==> config.mk <==
export PLATFORM = sky130hd
export DESIGN_NAME = dslope_seq
export DESIGN_NICKNAME = d
export VERILOG_FILES = /design/src/rtl/dslope_pkg.sv /design/src/rtl/dslope_tick_cnt.sv /design/src/rtl/dslope_phase_fsm.sv /design/src/rtl/dslope_switch_dec.sv /design/src/rtl/dslope_result_hold.sv /design/src/rtl/dslope_seq.sv
export SDC_FILE = /design/constraint.sdc
export NUM_CORES = 1
export LEC_CHECK = 0
export ABC_CLOCK_PERIOD_IN_PS = 2500
export BUFFER_PORTS_ARGS = -buffer_cell sky130_fd_sc_hd__buf_4
export CAP_MARGIN = 5
export CORE_MARGIN = 2
export CORE_UTILIZATION = 50
export DETAILED_ROUTE_END_ITERATION = 10
export GPL_TIMING_DRIVEN = 0
export PLACE_DENSITY = 0.79
export REMOVE_ABC_BUFFERS = 1
export SLEW_MARGIN = 20
export SYNTH_ARGS = -nofsm -noshare
export SYNTH_HDL_FRONTEND = slang
export SYNTH_SLANG_ARGS = --single-unit
==> constraint.sdc <==
create_clock -name clk -period 2.5 [get_ports clk]
set_input_delay 0.625 -clock clk [delete_from_list [all_inputs] [get_ports clk]]
set_output_delay 0.625 -clock clk [all_outputs]
set_load 0.02 [all_outputs]
==> src/rtl/dslope_pkg.sv <==
// Shared types for the dual-slope sequencer.
// Assumes nothing beyond a single clock domain.
package dslope_pkg;

    // Conversion phases; encoding is internal only.
    typedef enum logic [2:0] {
        PH_IDLE  = 3'd0,
        PH_SHORT = 3'd1,
        PH_RUNUP = 3'd2,
        PH_RUNDN = 3'd3,
        PH_DUMP  = 3'd4,
        PH_HOLD  = 3'd5
    } phase_t;

endpackage

==> src/rtl/dslope_tick_cnt.sv <==
// Cycle counter shared by all timed phases.
// Clears on request, otherwise counts up by one each cycle.
// Assumes the owner clears it before the value can wrap.
module dslope_tick_cnt #(
    parameter int W = 11
) (
    input  logic         clk,
    input  logic         rst_n,
    input  logic         clr,
    output logic [W-1:0] cnt
);

    // Count cycles in the current phase.
    always_ff @(posedge clk) begin
        if (!rst_n)
            cnt <= '0;
        else if (clr)
            cnt <= '0;
        else
            cnt <= cnt + W'(1);
    end

endmodule

==> src/rtl/dslope_phase_fsm.sv <==
// Phase controller for the dual-slope conversion.
// Captures the lengths on start, steps through short, run-up and run-down,
// latches the comparator sign at the end of run-up, and detects the zero
// crossing or the over-range limit (twice the run-up length).
// Assumes comp_pos is already synchronous to clk.
module dslope_phase_fsm
    import dslope_pkg::*;
#(
    parameter int CW = 10,
    parameter int RW = CW + 1
) (
    input  logic          clk,
    input  logic          rst_n,
    input  logic          start,
    input  logic [CW-1:0] cfg_zero_len,
    input  logic [CW-1:0] cfg_runup_len,
    input  logic          comp_pos,
    input  logic          res_valid,
    input  logic          res_ack,
    input  logic [RW-1:0] cnt,
    output logic          cnt_clr,
    output phase_t        phase,
    output logic          pol,
    output logic          cap,
    output logic [RW-1:0] cap_cnt,
    output logic          cap_ovr
);

    localparam logic [RW-1:0] ONE = RW'(1);

    phase_t        st, nxt;
    logic [CW-1:0] zlen_q, nlen_q;
    logic          pol_q;
    logic [RW-1:0] lim;
    logic          last_z, last_n, crossed, at_lim;

    assign lim     = {nlen_q, 1'b0};
    assign last_z  = (cnt == ({1'b0, zlen_q} - ONE));
    assign last_n  = (cnt == ({1'b0, nlen_q} - ONE));
    assign crossed = (comp_pos != pol_q);
    assign at_lim  = (cnt == lim);

    // Next-phase and counter-clear decisions.
    always_comb begin
        nxt     = st;
        cnt_clr = 1'b0;
        cap     = 1'b0;
        case (st)
            PH_IDLE: begin
                cnt_clr = 1'b1;
                if (start) nxt = PH_SHORT;
            end
            PH_SHORT: begin
                if (last_z) begin
                    nxt     = PH_RUNUP;
                    cnt_clr = 1'b1;
                end
            end
            PH_RUNUP: begin
                if (last_n) begin
                    nxt     = PH_RUNDN;
                    cnt_clr = 1'b1;
                end
            end
            PH_RUNDN: begin
                if (crossed) begin
                    nxt = PH_HOLD;
                    cap = 1'b1;
                end else if (at_lim) begin
                    nxt     = PH_DUMP;
                    cnt_clr = 1'b1;
                end
            end
            PH_DUMP: begin
                if (last_z) begin
                    nxt = PH_HOLD;
                    cap = 1'b1;
                end
            end
            PH_HOLD: begin
                cnt_clr = 1'b1;
                if (res_valid && res_ack) nxt = PH_IDLE;
            end
            default: begin
                nxt     = PH_IDLE;
                cnt_clr = 1'b1;
            end
        endcase
    end

    // Phase register.
    always_ff @(posedge clk) begin
        if (!rst_n)
            st <= PH_IDLE;
        else
            st <= nxt;
    end

    // Capture lengths when a conversion is accepted; zero means one.
    always_ff @(posedge clk) begin
        if (!rst_n) begin
            zlen_q <= CW'(1);
            nlen_q <= CW'(1);
        end else if (st == PH_IDLE && start) begin
            zlen_q <= (cfg_zero_len  == '0) ? CW'(1) : cfg_zero_len;
            nlen_q <= (cfg_runup_len == '0) ? CW'(1) : cfg_runup_len;
        end
    end

    // Latch the comparator level in the last run-up cycle.
    always_ff @(posedge clk) begin
        if (!rst_n)
            pol_q <= 1'b0;
        else if (st == PH_RUNUP && last_n)
            pol_q <= comp_pos;
    end

    assign phase   = st;
    assign pol     = pol_q;
    assign cap_ovr = (st == PH_DUMP);
    assign cap_cnt = (st == PH_DUMP) ? lim : cnt;

    AST_RUNUP_AFTER_SHORT: assert property (@(posedge clk) disable iff (!rst_n)
        (st == PH_RUNUP && $past(st) != PH_RUNUP) |-> $past(st) == PH_SHORT);

    AST_POL_STABLE: assert property (@(posedge clk) disable iff (!rst_n)
        (st == PH_RUNDN && $past(st) == PH_RUNDN) |-> $stable(pol_q));

    AST_RUNDN_BOUND: assert property (@(posedge clk) disable iff (!rst_n)
        (st == PH_RUNDN) |-> (cnt <= lim));

    AST_HOLD_UNTIL_ACK: assert property (@(posedge clk) disable iff (!rst_n)
        (st == PH_HOLD && !(res_valid && res_ack)) |=> (st == PH_HOLD));

endmodule

==> src/rtl/dslope_switch_dec.sv <==
// Decodes the phase into the analog switch controls and the busy flag.
// The reference opposing the captured sign is the one driven in run-down.
// Assumes phase is a registered value so the outputs are glitch-free.
module dslope_switch_dec
    import dslope_pkg::*;
(
    input  phase_t phase,
    input  logic   pol,
    output logic   sw_short,
    output logic   sw_input,
    output logic   sw_ref_pos,
    output logic   sw_ref_neg,
    output logic   busy
);

    // One switch per phase, reference chosen by captured sign.
    always_comb begin
        sw_short   = (phase == PH_SHORT) || (phase == PH_DUMP);
        sw_input   = (phase == PH_RUNUP);
        sw_ref_pos = (phase == PH_RUNDN) && !pol;
        sw_ref_neg = (phase == PH_RUNDN) &&  pol;
        busy       = (phase != PH_IDLE);
    end

endmodule

==> src/rtl/dslope_result_hold.sv <==
// Holds the finished result with a valid flag until acknowledged.
// Assumes cap never coincides with a pending result.
module dslope_result_hold #(
    parameter int RW = 11
) (
    input  logic          clk,
    input  logic          rst_n,
    input  logic          cap,
    input  logic [RW-1:0] cap_cnt,
    input  logic          cap_pos,
    input  logic          cap_ovr,
    input  logic          res_ack,
    output logic          res_valid,
    output logic [RW-1:0] res_count,
    output logic          res_pos,
    output logic          res_ovr
);

    // Valid flag: set on capture, cleared by acknowledge.
    always_ff @(posedge clk) begin
        if (!rst_n)
            res_valid <= 1'b0;
        else if (cap)
            res_valid <= 1'b1;
        else if (res_ack)
            res_valid <= 1'b0;
    end

    // Result fields load only on capture.
    always_ff @(posedge clk) begin
        if (!rst_n) begin
            res_count <= '0;
            res_pos   <= 1'b0;
            res_ovr   <= 1'b0;
        end else if (cap) begin
            res_count <= cap_cnt;
            res_pos   <= cap_pos;
            res_ovr   <= cap_ovr;
        end
    end

    AST_RESULT_STABLE: assert property (@(posedge clk) disable iff (!rst_n)
        (res_valid && !res_ack) |=> (res_valid && $stable(res_count)
                                     && $stable(res_pos) && $stable(res_ovr)));

endmodule

==> src/rtl/dslope_seq.sv <==
// Top of the dual-slope conversion sequencer.
// Wires the phase controller, the cycle counter, the switch decoder and
// the result holder. Assumes an external integrator and comparator.
module dslope_seq
    import dslope_pkg::*;
#(
    parameter int CW = 10
) (
    input  logic          clk,
    input  logic          rst_n,
    input  logic          start,
    input  logic [CW-1:0] cfg_zero_len,
    input  logic [CW-1:0] cfg_runup_len,
    input  logic          comp_pos,
    input  logic          res_ack,
    output logic          sw_short,
    output logic          sw_input,
    output logic          sw_ref_pos,
    output logic          sw_ref_neg,
    output logic          busy,
    output logic          res_valid,
    output logic [CW:0]   res_count,
    output logic          res_pos,
    output logic          res_ovr
);

    localparam int RW = CW + 1;

    logic [RW-1:0] cnt;
    logic          cnt_clr;
    phase_t        phase;
    logic          pol;
    logic          cap;
    logic [RW-1:0] cap_cnt;
    logic          cap_ovr;

    dslope_tick_cnt #(.W(RW)) u_cnt (
        .clk   (clk),
        .rst_n (rst_n),
        .clr   (cnt_clr),
        .cnt   (cnt)
    );

    dslope_phase_fsm #(.CW(CW), .RW(RW)) u_fsm (
        .clk           (clk),
        .rst_n         (rst_n),
        .start         (start),
        .cfg_zero_len  (cfg_zero_len),
        .cfg_runup_len (cfg_runup_len),
        .comp_pos      (comp_pos),
        .res_valid     (res_valid),
        .res_ack       (res_ack),
        .cnt           (cnt),
        .cnt_clr       (cnt_clr),
        .phase         (phase),
        .pol           (pol),
        .cap           (cap),
        .cap_cnt       (cap_cnt),
        .cap_ovr       (cap_ovr)
    );

    dslope_switch_dec u_dec (
        .phase      (phase),
        .pol        (pol),
        .sw_short   (sw_short),
        .sw_input   (sw_input),
        .sw_ref_pos (sw_ref_pos),
        .sw_ref_neg (sw_ref_neg),
        .busy       (busy)
    );

    dslope_result_hold #(.RW(RW)) u_res (
        .clk       (clk),
        .rst_n     (rst_n),
        .cap       (cap),
        .cap_cnt   (cap_cnt),
        .cap_pos   (pol),
        .cap_ovr   (cap_ovr),
        .res_ack   (res_ack),
        .res_valid (res_valid),
        .res_count (res_count),
        .res_pos   (res_pos),
        .res_ovr   (res_ovr)
    );

endmodule

-- Word-level counts from Yosys, hierarchy flattened
Cells that the tools add are included.
- add/subtract/negate cells: 3
- reductions and logical operators: 14
- bitwise operators: 1
- mux-type cells: 20
- equal/unequal tests: 15
- operators by type and width (operator ; count):
    11-bit == test ; 3
    10-bit by 1-bit subtractor with 11-bit output (second input constant) ; 2
    3-bit two-way mux ; 7
    10-bit zero test ; 2
    10-bit two-way mux ; 2
    3-bit case mux with 6 select lines ; 1
    11-bit by 1-bit adder with 11-bit output (second input constant) ; 1
    11-bit two-way mux ; 1
    1-bit two-way mux ; 7
    3-bit by 2-bit == test with 1-bit output (second input constant) ; 2
    3-bit == test (second input constant) ; 2
    2-bit != test (second input constant) ; 3
    6-bit AND reduction ; 1
    1-bit logical AND ; 5
    2-bit by 1-bit != test with 1-bit output (second input constant) ; 2
    1-bit case mux with 4 select lines ; 1
    3-bit by 1-bit == test with 1-bit output (second input constant) ; 1
    3-bit zero test ; 1
    3-bit != test (second input constant) ; 1
    3-bit nonzero test ; 1
    1-bit case mux with 2 select lines ; 1
    2-bit nonzero test ; 1
    2-bit OR reduction ; 1
    1-bit zero test ; 1
    3 further kinds ; 3
- output and inout bits: 19
- logic and storage cells: 62
- flip-flop bits (word level): 49
- input port bits: 25

-- Longest topological paths before layout
Gate-level depths: netlist of run 1.
- word-level depth: 5
- mapped depth: 10
- gate-level depth less buffers: 8

-- Cells and area by module
Synthesis of run 1 repeated with hierarchy kept, for this count alone.
- cells, all modules: 396
- area, all modules: 3243.1 um2
- modules (own cells, without submodules) (module ; sequential area each (um2) ; times used ; cells an instance ; area an instance (um2)):
    dslope_phase_fsm ; 480.5 ; 1 ; 295 ; 2178.3
    dslope_result_hold ; 280.3 ; 1 ; 45 ; 540.5
    dslope_tick_cnt ; 220.2 ; 1 ; 50 ; 474.2
    dslope_switch_dec ; 0.0 ; 1 ; 6 ; 50.0

-- Least setup slack after synthesis of run 1
Ideal clock, no wire load.
- path kind: reg-to-reg
- start point: register u_fsm.zlen_q[0]
- end point: register u_fsm.st[0] (netlist: u_fsm.phase[0])
- buffers on the path: 1
- setup slack: 0.082 ns
- data arrival time: 2.301 ns
- cell stages (with the launch flop): 10
- library setup time: 0.116 ns
- data required time: 2.384 ns
- period minus slack after synthesis: 2.418 ns
- cells stage by stage: dfxtp_1 clkbuf_1 inv_1 ha_1 o21ba_2 a221oi_1 o41ai_1 a2111oi_2 a211oi_1 a41o_1
- word-level cells in the longest chain between the ends: 4
- elaborated cells between the ends (all ways): 5
- those cells by class: add/sub: 1; eq/ne: 3; reduce/logical: 1
- ends and longest elaborated chain (item ; line ; source):
    from (decl) ; dslope_phase_fsm.sv:32 ; logic [CW-1:0] zlen_q, nlen_q;
    from (signal assigned) ; dslope_phase_fsm.sv:105 ; zlen_q <= (cfg_zero_len == '0) ? CW'(1) : cfg_zero_len;
    10-bit by 1-bit subtractor with 11-bit output (*) ; dslope_phase_fsm.sv:38 ; assign last_z = (cnt == ({1'b0, zlen_q} - ONE));
    11-bit == test (*) ; dslope_phase_fsm.sv:38 ;
    2-bit != test (no line) ; -- ;
    6-bit AND reduction (no line) (*) ; -- ;
    to (signal assigned) ; dslope_phase_fsm.sv:96 ; st <= nxt;
    to (decl) ; dslope_phase_fsm.sv:31 ; phase_t st, nxt;
Mark *: on every way between the ends. The rest lies on a longest branch, timed or not.
A chain may end at the register's enable or synchronous reset.

-- Worst setup path in the final report of run 1
- start point: register u_fsm.nlen_q[1]
- end point: register u_cnt.cnt[10]
- word-level cells in the longest chain between the ends: 5
- elaborated cells between the ends (all ways): 8
- those cells by class: add/sub: 1; eq/ne: 2; mux: 4; reduce/logical: 1
- ends and longest elaborated chain (item ; line ; source):
    from (decl) ; dslope_phase_fsm.sv:32 ;
    from (signal assigned) ; dslope_phase_fsm.sv:106 ; nlen_q <= (cfg_runup_len == '0) ? CW'(1) : cfg_runup_len;
    10-bit by 1-bit subtractor with 11-bit output / 11-bit == test (equally long branches) ; dslope_phase_fsm.sv:39, dslope_phase_fsm.sv:41 ;
    11-bit == test / 1-bit two-way mux (equally long branches) ; dslope_phase_fsm.sv:39, dslope_phase_fsm.sv:69 ;
    1-bit two-way mux (on tied branches) ; dslope_phase_fsm.sv:60, dslope_phase_fsm.sv:66 ;
    1-bit case mux with 4 select lines (*) ; dslope_phase_fsm.sv:48 ; case (st)
    2-bit OR reduction (no line) (*) ; -- ;
    to (signal assigned) ; dslope_tick_cnt.sv:20 ; cnt <= cnt + W'(1);
    to (decl) ; dslope_tick_cnt.sv:10 ; output logic [W-1:0] cnt
Marks and branches as above.

==> flow_metrics.py, run 1 <==
metrics = {
    "status": {
        "status": "complete, no violations",
    },
    "global_route": {
        "grt-ovfl-total": 0,
        "grt_usage_pct": 23.0,
        "antenna_found_initial": 0,
        "grt_pass1_vias": 2848,
        "grt_max_degree": 29,
        "grt_pass1_wl_um": 13400,
    },
    "synth": {
        "yosysMostFrequentCell": "nand2_1",
        "synth_compound_area_share_pct": 14.3,
        "muxShareOfSynthArea_pct": 6.97,
        "netlist_area_um2": 3190,
        "yosys-top-cells-count": "nand2_1 (83), dfxtp_1 (49), nor2_1 (33)",
        "avgSynthCellArea_um2": 7.69,
        "async_flop_share_pct": 0,
        "synthCells": 415,
        "synth_top_area_cell": "dfxtp_1",
        "synthFlopType": "dfxtp_1",
        "synth_seq_cells": 49,
        "yosys.area_share.adder_pct": 1.18,
        "synth_top_family_by_area": "simple AND/OR/NAND/NOR gates",
        "synth_cell_type_count": 55,
        "synth-simple-area-share_pct": 29.1,
        "synth_edf_count": 0,
        "yosysTopAreaCellShare_pct": 30.7,
        "seq_area_frac_synth_pct": 30.7,
        "synthXorXnorAreaFrac_pct": 11.5,
        "synthTopCellsByArea": "dfxtp_1 (31%), nand2_1 (9.8%), xor2_1 (6.3%), xnor2_1 (5.2%), a21oi_1 (4.1%)",
        "ys.warnings.count": 0,
    },
    "critical_path": {
        "cp_slowest_cell": "dfxtp_1",
        "path_max_fanout": 8,
        "path_delay_family": "simple AND/OR/NAND/NOR gates",
        "critPathLaunchType": "flip-flop",
        "reg2reg_slack_ns": 0.08,
        "worstPathArrival_ns": 2.62,
        "cp_num_buf_inv": 2,
        "rr_worst_depth": 9,
        "cp_num_cells": 9,
        "critical_path_class": "reg2reg",
        "rr_startpoint": "u_fsm.nlen_q[1]$_SDFFE_PN0P_",
        "endpoint": "u_cnt.cnt[10]$_SDFF_PP0_",
        "crit_chain": "inv_1 -> ha_2 -> nor4b_4 -> a21oi_1 -> nor4b_4 -> nand4_1 -> buf_4 -> o2bb2ai_2 -> nor2_1",
        "endpoint_kind": "flip-flop",
        "crit_path_frequent_cell": "nor4b_4",
        "crit_start": "u_fsm.nlen_q[1]$_SDFFE_PN0P_",
        "r2r-end": "u_cnt.cnt[10]$_SDFF_PP0_",
        "crit_required_ns": 2.70,
        "cp_slowest_stage_delay_ns": 0.40,
    },
    "place": {
        "place_congestion": 0.902,
        "dp_hpwl_um": 5620,
        "port_buffers": 43,
        "dp_worst_setup_slack_ns": -0.132,
    },
    "sta": {
        "slew_violations": 0,
        "tns_ns": 0,
        "finalHoldViolations": 0,
        "slew_headroom_pct": 49.4,
        "finalSetupViolations": 0,
        "fmax_ghz": 0.413,
        "finalCritPeriodShare_pct": 96.9,
        "finalWorstSetupSlack_ns": 0.0783,
        "post-route-min-period_ns": 2.42,
        "tightest_slew_ns": 0.758,
        "skew_ns": 0.00701,
    },
    "layout": {
        "ff_latch_area_um2": 988,
        "drive_gt1_share_pct": 21.7,
        "area_growth_pct": 16.8,
        "multi_input_area_um2": 2110,
        "final_nets": 464,
        "antenna_cells": 0,
        "fillerInstances": 544,
    },
    "die": {
        "initial_utilization_pct": 50.9,
        "die_h_um": 83.9,
        "die_w_um": 83.9,
        "num_rows": 29,
        "design.core.area_um2": 6280,
        "die_area_um2": 7040,
        "ios": 44,
    },
    "power": {
        "finalPower_uw": 2620,
        "power.leakage_uw": 0.00161,
        "vdd_ir_drop_max_mv": 0.422,
        "p_per_area_nw_per_um2": 703,
    },
    "clock_tree": {
        "htreeDepth": 2,
        "cts-root-buf": "clkbuf_8",
        "cts_hold_buf": 0,
        "clkLatencyLatePin_ns": 0.31,
        "cts_sinks": 49,
        "clockBufferDepth": 2,
        "cts_made_buffers": 5,
        "clkSlewWorstSetupHoldPaths_ns": 0.10,
        "cts_tree": "done",
    },
    "worst_hold_path": {
        "hold_path_startpoint": "u_res.res_count[10]$_SDFFE_PN0P_",
        "hold_path_class": "reg2reg",
    },
    "routing": {
        "first_pass_iters": 5,
        "route.antenna.remaining_nets": 0,
        "drtIter0Drc": 184,
        "wirelength_um": 8140,
        "drc_errors": 0,
        "post_drt_wl_per_cell_um": 15.8,
        "vias": 3030,
        "viasPerCell": 5.89,
    },
    "job": {
        "cap_violations": 0,
    },
}
-- logic make-up (layout without fill, tap and decap cells) --
logic type,Yosys count,in the layout
adder cells (fa/ha/maj),3,3
multiplexers,21,21
flip-flops,49,49
XOR/XNOR,42,42
AO/OA/AOI/OAI,66,67
AND/OR/NAND/NOR,187,187
buffers and inverters,47,68
-- worst min-delay path by stage --
stage | to | cells after the start
floorplan | u_fsm.zlen_q[6]$_SDFFE_PN0P_ | 2
global placement | u_res.res_pos$_SDFFE_PN0P_ | 2
global route | u_res.res_count[10]$_SDFFE_PN0P_ | 2
CTS | u_res.res_count[10]$_SDFFE_PN0P_ | 2
detailed placement | u_res.res_count[10]$_SDFFE_PN0P_ | 2
finish | u_res.res_count[10]$_SDFFE_PN0P_ | 2
-- power by group --
part           switching, µW  internal [µW]  total, µW  leakage, µW
registers                166            851       1020     0.000399
logic                    564            431        995      0.00115
clock network            285            326        610    0.0000574
-- worst register-to-register path, cell delays in order, from the launching register on --
cell and delay (ns):
dfxtp_1 0.40, inv_1 0.11, ha_2 0.24, nor4b_4 0.32
a21oi_1 0.18, nor4b_4 0.33, nand4_1 0.12, buf_4 0.20
o2bb2ai_2 0.32, nor2_1 0.09
-- state kept, by name, indices dropped and copies added, names as in the netlist --
signal and count:
u_fsm.zlen_q 10, u_fsm.nlen_q 10, u_res.res_count 11, u_fsm.pol 1, u_res.res_valid 1, u_res.res_pos 1
u_cnt.cnt 11, u_res.res_ovr 1, u_fsm.phase 3
-- placed cells by master, fill, tap and decap left out, types with 9 or more instances in the layout --
cell type,synthesis,layout
inv_1,11,11
mux2i_1,11,11
mux2_2,10,10
a21oi_1,26,25
nor2_1,33,32
nand3_1,10,10
dfxtp_1,49,45
xor2_1,23,23
buf_4,1,48
nand2_1,83,83
nor4_1,9,9
nor3_1,13,12
xnor2_1,19,19
-- per-layer routing --
metal / routed length (µm) / global-route usage (%) / share of wire, % / up-vias
li1: - / - / - / 1478
met5: 0 / 0 / 0 / -
met3: 445 / 3.96 / 5.5 / 18
met1: 3360 / 27.3 / 41 / 1432
met4: 158 / 7.77 / 1.9 / 0
met2: 4170 / 41.7 / 51 / 102
-- cell type report --
type | instances | area share (%)
Clock buffer | 6 | 2.21
Clock inverter | 2 | 1.01
Inverter | 11 | 1.11
Multi-Input combinational cell | 320 | 56.6
Sequential cell | 49 | 26.5
Tap cell | 77 | 2.58
Timing Repair Buffer | 49 | 9.96
-- what timing repair did --
| action | 4_1_cts | 5_1_grt |
|---|---|---|
| pin swaps | 0 | 2 |
| endpoints found under the setup margin | 23 | 24 |
| gates resized for setup | 4 | 15 |
| gates cloned | 0 | 1 |
| setup buffers | 2 | 3 |
-- metrics by stage --
stage,hold WS [ns],std cells,utilization [%],instance area [µm²]
after floorplan,0.468,379,-,3040
after global placement,0.447,499,55.0,3450
after detailed placement,0.451,500,55.3,3470
after CTS,0.464,510,57.9,3630
after global routing,0.486,514,59.4,3730
final,0.461,514,59.4,3730
(Power assumes the default switching activity.)
==> run 2: changes to the inputs <==
Settings changed: CTS_BUF_LIST set to sky130_fd_sc_hd__clkbuf_16, GPL_TIMING_DRIVEN 0 to unset, SETUP_SLACK_MARGIN set to 0.5.
==> flow_metrics.py, run 2 (synthesized netlist as in run 1, its figures left out) <==
metrics = {
    "global_route": {
        "antenna_found_initial": 0,
        "grt_max_degree": 29,
        "grt_pass1_wl_um": 14200,
        "grt-ovfl-total": 0,
        "grt_usage_pct": 24.7,
        "grt_pass1_vias": 3044,
    },
    "critical_path": {
        "critical_path_class": "reg2reg",
        "critPathLaunchType": "flip-flop",
        "cp_num_buf_inv": 3,
        "crit_chain": "inv_2 -> ha_4 -> buf_4 -> xnor2_1 -> a21o_1 -> o21ai_0 -> nand4_1 -> o2bb2ai_2 -> buf_6 -> nor3b_2",
        "worstPathArrival_ns": 2.47,
        "endpoint_kind": "flip-flop",
        "path_max_fanout": 5,
        "crit_required_ns": 2.67,
        "path_delay_family": "compound AO/OA/AOI/OAI gates",
        "cp_slowest_cell": "o21ai_0",
        "cp_slowest_stage_delay_ns": 0.43,
    },
    "routing": {
        "wirelength_um": 9290,
        "route.antenna.remaining_nets": 0,
        "first_pass_iters": 6,
        "vias": 3238,
        "viasPerCell": 6.02,
        "post_drt_wl_per_cell_um": 17.3,
        "drc_errors": 0,
        "drtIter0Drc": 236,
    },
    "power": {
        "p_per_area_nw_per_um2": 704,
        "power.leakage_uw": 0.00179,
        "vdd_ir_drop_max_mv": 0.544,
    },
    "clock_tree": {
        "clockBufferDepth": 2,
        "cts-root-buf": "clkbuf_16",
        "cts_sinks": 49,
        "cts_hold_buf": 0,
        "cts_tree": "done",
        "clkLatencyLatePin_ns": 0.29,
        "cts_made_buffers": 5,
        "htreeDepth": 2,
        "clkSlewWorstSetupHoldPaths_ns": 0.07,
    },
    "layout": {
        "final_util_pct": 66.6,
        "area_growth_pct": 30.9,
        "mostFrequentLayoutCells": "nand2_1 (81), buf_4 (69), dfxtp_1 (32)",
        "drive_gt1_share_pct": 34.5,
        "antenna_cells": 0,
        "reg.largest.list": "u_cnt.cnt: 11 flops, u_res.res_count: 11 flops",
        "final_nets": 488,
        "final_common_cell": "nand2_1",
    },
    "sta": {
        "tightest_slew_ns": 0.704,
        "slew_headroom_pct": 53.0,
        "holdWs_ns": 0.462,
        "finalHoldViolations": 0,
        "finalCritPeriodShare_pct": 91.9,
        "rsz0062_at_grt": "true",
        "skew_ns": 0.00832,
        "fmax_ghz": 0.435,
        "slew_violations": 0,
        "post-route-min-period_ns": 2.30,
        "finalSetupViolations": 0,
        "tns_ns": 0,
    },
    "die": {
        "die_area_um2": 7040,
        "die_w_um": 83.9,
        "ios": 44,
        "initial_utilization_pct": 50.9,
        "design.core.area_um2": 6280,
        "num_rows": 29,
        "die_h_um": 83.9,
    },
    "place": {
        "dp_hpwl_um": 5960,
        "place_congestion": 0.957,
        "port_buffers": 43,
    },
    "worst_hold_path": {
        "hold_path_class": "reg2reg",
    },
    "status": {
        "status": "complete, no violations",
    },
    "job": {
        "cap_violations": 0,
    },
}
-- run 2: power by group --
| part | leakage (µW) | switching [µW] | total, µW | internal, µW |
|---|---|---|---|---|
| clock network | 0.0000776 | 295 | 656 | 361 |
| registers | 0.000406 | 150 | 1010 | 857 |
| logic | 0.00131 | 691 | 1280 | 592 |
| total | 0.00179 | 1140 | 2940 | 1810 |
-- run 2: metal layers --
layer  routed length (µm)  global-route usage [%]
met1                 3550                    29.2
met2                 4890                    43.6
met3                  537                    4.15
met4                  317                    11.0
met5                    0                       0
-- run 2: area by class of cell --
type	instances	area [µm²]
multi-input cells	319	2310
inverters	11	41.3
clock buffers	5	125
fillers	489	2100
flip-flops and latches	49	1010
well taps	77	96.3
clock inverters	3	11.3
repair buffers	74	583
-- run 2: final timing paths --
| kind | slack, ns | end | cells past startpoint | start |
|---|---|---|---|---|
| setup / recovery | 0.20 | u_cnt.cnt[0]$_SDFF_PP0_ | 10 | u_fsm.nlen_q[1]$_SDFFE_PN0P_ |
| hold / removal | 0.46 | u_res.res_count[9]$_SDFFE_PN0P_ | 2 | u_res.res_count[9]$_SDFFE_PN0P_ |
| setup reg to reg | 0.20 | u_cnt.cnt[0]$_SDFF_PP0_ | 10 | u_fsm.nlen_q[1]$_SDFFE_PN0P_ |
| hold reg to reg | 0.46 | u_res.res_count[9]$_SDFFE_PN0P_ | 2 | u_res.res_count[9]$_SDFFE_PN0P_ |
-- run 2: what timing repair did --
| action | CTS | global route |
|---|---|---|
| resized for setup | 44 | 41 |
| gates cloned | 2 | 0 |
| endpoints found under the setup margin | 30 | 34 |
| pin swaps | 15 | 18 |
| buffers inserted | 3 | 8 |
-- run 2: worst register-to-register path, cell delays in order, from the launching register on --
cell,delay (ns)
dfxtp_1,0.35
inv_2,0.06
ha_4,0.16
buf_4,0.13
xnor2_1,0.11
a21o_1,0.17
o21ai_0,0.43
nand4_1,0.30
o2bb2ai_2,0.25
buf_6,0.17
nor3b_2,0.05
-- run 2: through the flow --
step | cell area (µm²) | worst slack (ns) | instances | total power, µW
2_1_floorplan | 3040 | -0.124 | 379 | 1610
3_3_place_gp | 3590 | 0.179 | 517 | 1900
3_5_place_dp | 3590 | 0.0864 | 517 | 1930
4_1_cts | 3920 | 0.350 | 530 | 2660
5_1_grt | 4180 | 0.157 | 538 | 3080
6_report | 4180 | 0.202 | 538 | 2940
==> run 3: changes to the inputs <==
Settings changed: ABC_CLOCK_PERIOD_IN_PS 2500 to 2100.
Clock period 2.5 ns to 2.1 ns, I/O delays scaled along.
==> flow_metrics.py, run 3 (synthesized netlist as in run 1, its figures left out) <==
metrics = {
    "clock_tree": {
        "clockBufferDepth": 2,
        "cts-root-buf": "clkbuf_16",
        "clkLatencyLatePin_ns": 0.30,
        "htreeDepth": 2,
        "cts_sinks": 49,
        "clkSlewWorstSetupHoldPaths_ns": 0.07,
        "cts_hold_buf": 0,
        "cts_tree": "done",
        "cts_made_buffers": 5,
    },
    "layout": {
        "mostFrequentLayoutCells": "buf_4 (98), nand2_1 (81), dfxtp_1 (39)",
        "area_growth_pct": 39.9,
        "final_area_um2": 4470,
        "final_nets": 520,
        "fillerInstances": 444,
        "final_util_pct": 71.2,
        "drive_gt1_share_pct": 38.3,
        "final_common_cell": "buf_4",
        "antenna_cells": 0,
        "post_layout_nonfiller_instances": 570,
        "reg.largest.list": "u_cnt.cnt: 11 flops, u_res.res_count: 11 flops",
    },
    "global_route": {
        "grt_max_degree": 29,
        "grt-ovfl-total": 0,
        "antenna_found_initial": 0,
        "grt_pass1_wl_um": 17000,
        "grt_usage_pct": 29.7,
        "grt_pass1_vias": 3531,
    },
    "power": {
        "finalPower_uw": 4020,
        "p_clk_share_pct": 26.3,
        "combPwrFrac_pct": 44.4,
        "switchingPower_uw": 1510,
        "p_per_area_nw_per_um2": 901,
        "vdd_ir_drop_max_mv": 0.495,
        "intPower_uw": 2510,
        "power.leakage_uw": 0.00197,
        "netSwitchingFraction_pct": 37.5,
        "seq_power_share_pct": 29.3,
    },
    "routing": {
        "drc_errors": 0,
        "drtIter0Drc": 370,
        "first_pass_iters": 6,
        "vias": 3552,
        "post_drt_wl_per_cell_um": 19.7,
        "wirelength_um": 11200,
        "route.antenna.remaining_nets": 0,
        "viasPerCell": 6.23,
    },
    "critical_path": {
        "crit_start": "u_fsm.nlen_q[0]$_SDFFE_PN1P_",
        "critPathLaunchType": "flip-flop",
        "rr_startpoint": "u_fsm.nlen_q[0]$_SDFFE_PN1P_",
        "r2r-end": "u_fsm.pol$_SDFFE_PN0P_",
        "endpoint": "u_fsm.pol$_SDFFE_PN0P_",
        "crit_required_ns": 2.33,
        "critical_path_class": "reg2reg",
        "reg2reg_slack_ns": -0.29,
        "endpoint_kind": "flip-flop",
        "path_max_fanout": 4,
        "rr_worst_depth": 9,
        "worstPathArrival_ns": 2.62,
    },
    "place": {
        "dp_hpwl_um": 6490,
        "placed_cell_area_um2": 3810,
        "place_congestion": 0.967,
        "dp.cells": 547,
        "port_buffers": 43,
    },
    "die": {
        "ios": 44,
        "die_h_um": 83.9,
        "design.core.area_um2": 6280,
        "die_area_um2": 7040,
        "die_w_um": 83.9,
        "initial_utilization_pct": 50.9,
        "num_rows": 29,
    },
    "sta": {
        "slew_violations": 0,
        "skew_ns": 0.00425,
        "post-route-min-period_ns": 2.39,
        "finalWorstSetupSlack_ns": -0.287,
        "slew_headroom_pct": 64.1,
        "finalSetupViolations": 22,
        "rsz0062_at_grt": "true",
        "tightest_slew_ns": 0.539,
        "finalCritPeriodShare_pct": 114,
        "fmax_ghz": 0.419,
        "finalHoldViolations": 0,
    },
    "status": {
        "violations": "negative setup slack",
        "status": "finished, violations left",
    },
    "job": {
        "cap_violations": 0,
    },
    "worst_hold_path": {
        "hold_path_class": "reg2reg",
    },
}
==> run 3: stage by stage <==
| stage | setup TNS [ns] | setup slack [ns] | hold slack [ns] |
|---|---|---|---|
| finish | -3.62 | -0.287 | 0.463 |
| global route | -5.61 | -0.395 | 0.485 |
| CTS | -0.685 | -0.117 | 0.461 |
| detailed placement | -3.25 | -0.191 | 0.452 |
| floorplan | -7.15 | -0.524 | 0.468 |
| global placement | -1.04 | -0.0854 | 0.446 |
==> run 3: timing repair <==
item,4_1_cts,5_1_grt
pin swaps,34,11
resized for setup,62,14
endpoints found under the setup margin,48,34
cloned,2,0
setup buffers,9,4
==> run 3: area by class of cell <==
type | count | area, µm² | area share [%]
clock buffer | 5 | 125 | 2.80
sequential | 49 | 993 | 22.2
timing repair buffer | 105 | 815 | 18.2
tap | 77 | 96.3 | 2.16
clock inverter | 3 | 65.1 | 1.46
multi-input combinational | 320 | 2330 | 52.2
inverter | 11 | 41.3 | 0.924
==> run 3: power groups by stage <==
stage | clock network [µW] | logic (µW) | registers [µW]
6_report | 1060 | 1790 | 1180
5_1_grt | 1080 | 1880 | 1190
4_1_cts | 1040 | 1590 | 1170
3_5_place_dp | 0 | 1280 | 1160
3_3_place_gp | 0 | 1250 | 1160
2_1_floorplan | 0 | 751 | 1160
==> run 3: how the worst min path moves through the flow <==
stage / from / to / slack [ns] / depth (start not counted)
global route: u_res.res_count[7]$_SDFFE_PN0P_ / u_res.res_count[7]$_SDFFE_PN0P_ / 0.49 / 2
detailed placement: u_res.res_count[4]$_SDFFE_PN0P_ / u_res.res_count[4]$_SDFFE_PN0P_ / 0.45 / 2
CTS: u_res.res_count[4]$_SDFFE_PN0P_ / u_res.res_count[4]$_SDFFE_PN0P_ / 0.46 / 2
finish: u_res.res_count[4]$_SDFFE_PN0P_ / u_res.res_count[4]$_SDFFE_PN0P_ / 0.46 / 2
floorplan: u_fsm.zlen_q[6]$_SDFFE_PN0P_ / u_fsm.zlen_q[6]$_SDFFE_PN0P_ / 0.47 / 2
global placement: u_res.res_count[7]$_SDFFE_PN0P_ / u_res.res_count[7]$_SDFFE_PN0P_ / 0.45 / 2
==> run 3: routing by layer <==
layer,up-vias,GRT usage [%],routed length (µm)
li1,1589,-,-
met1,1695,34.4,4200
met2,202,52.3,5550
met3,66,4.95,899
met4,0,15.4,578
met5,-,0,0
==> run 3: worst max-delay path: stages (launching register included) <==
cell and delay (ns):
dfxtp_1 0.33, inv_1 0.06, ha_2 0.18, nor4b_4 0.29, buf_4 0.20, nand4_1 0.18
a211oi_2 0.33, o22ai_2 0.18, or3_1 0.41, a21oi_2 0.16
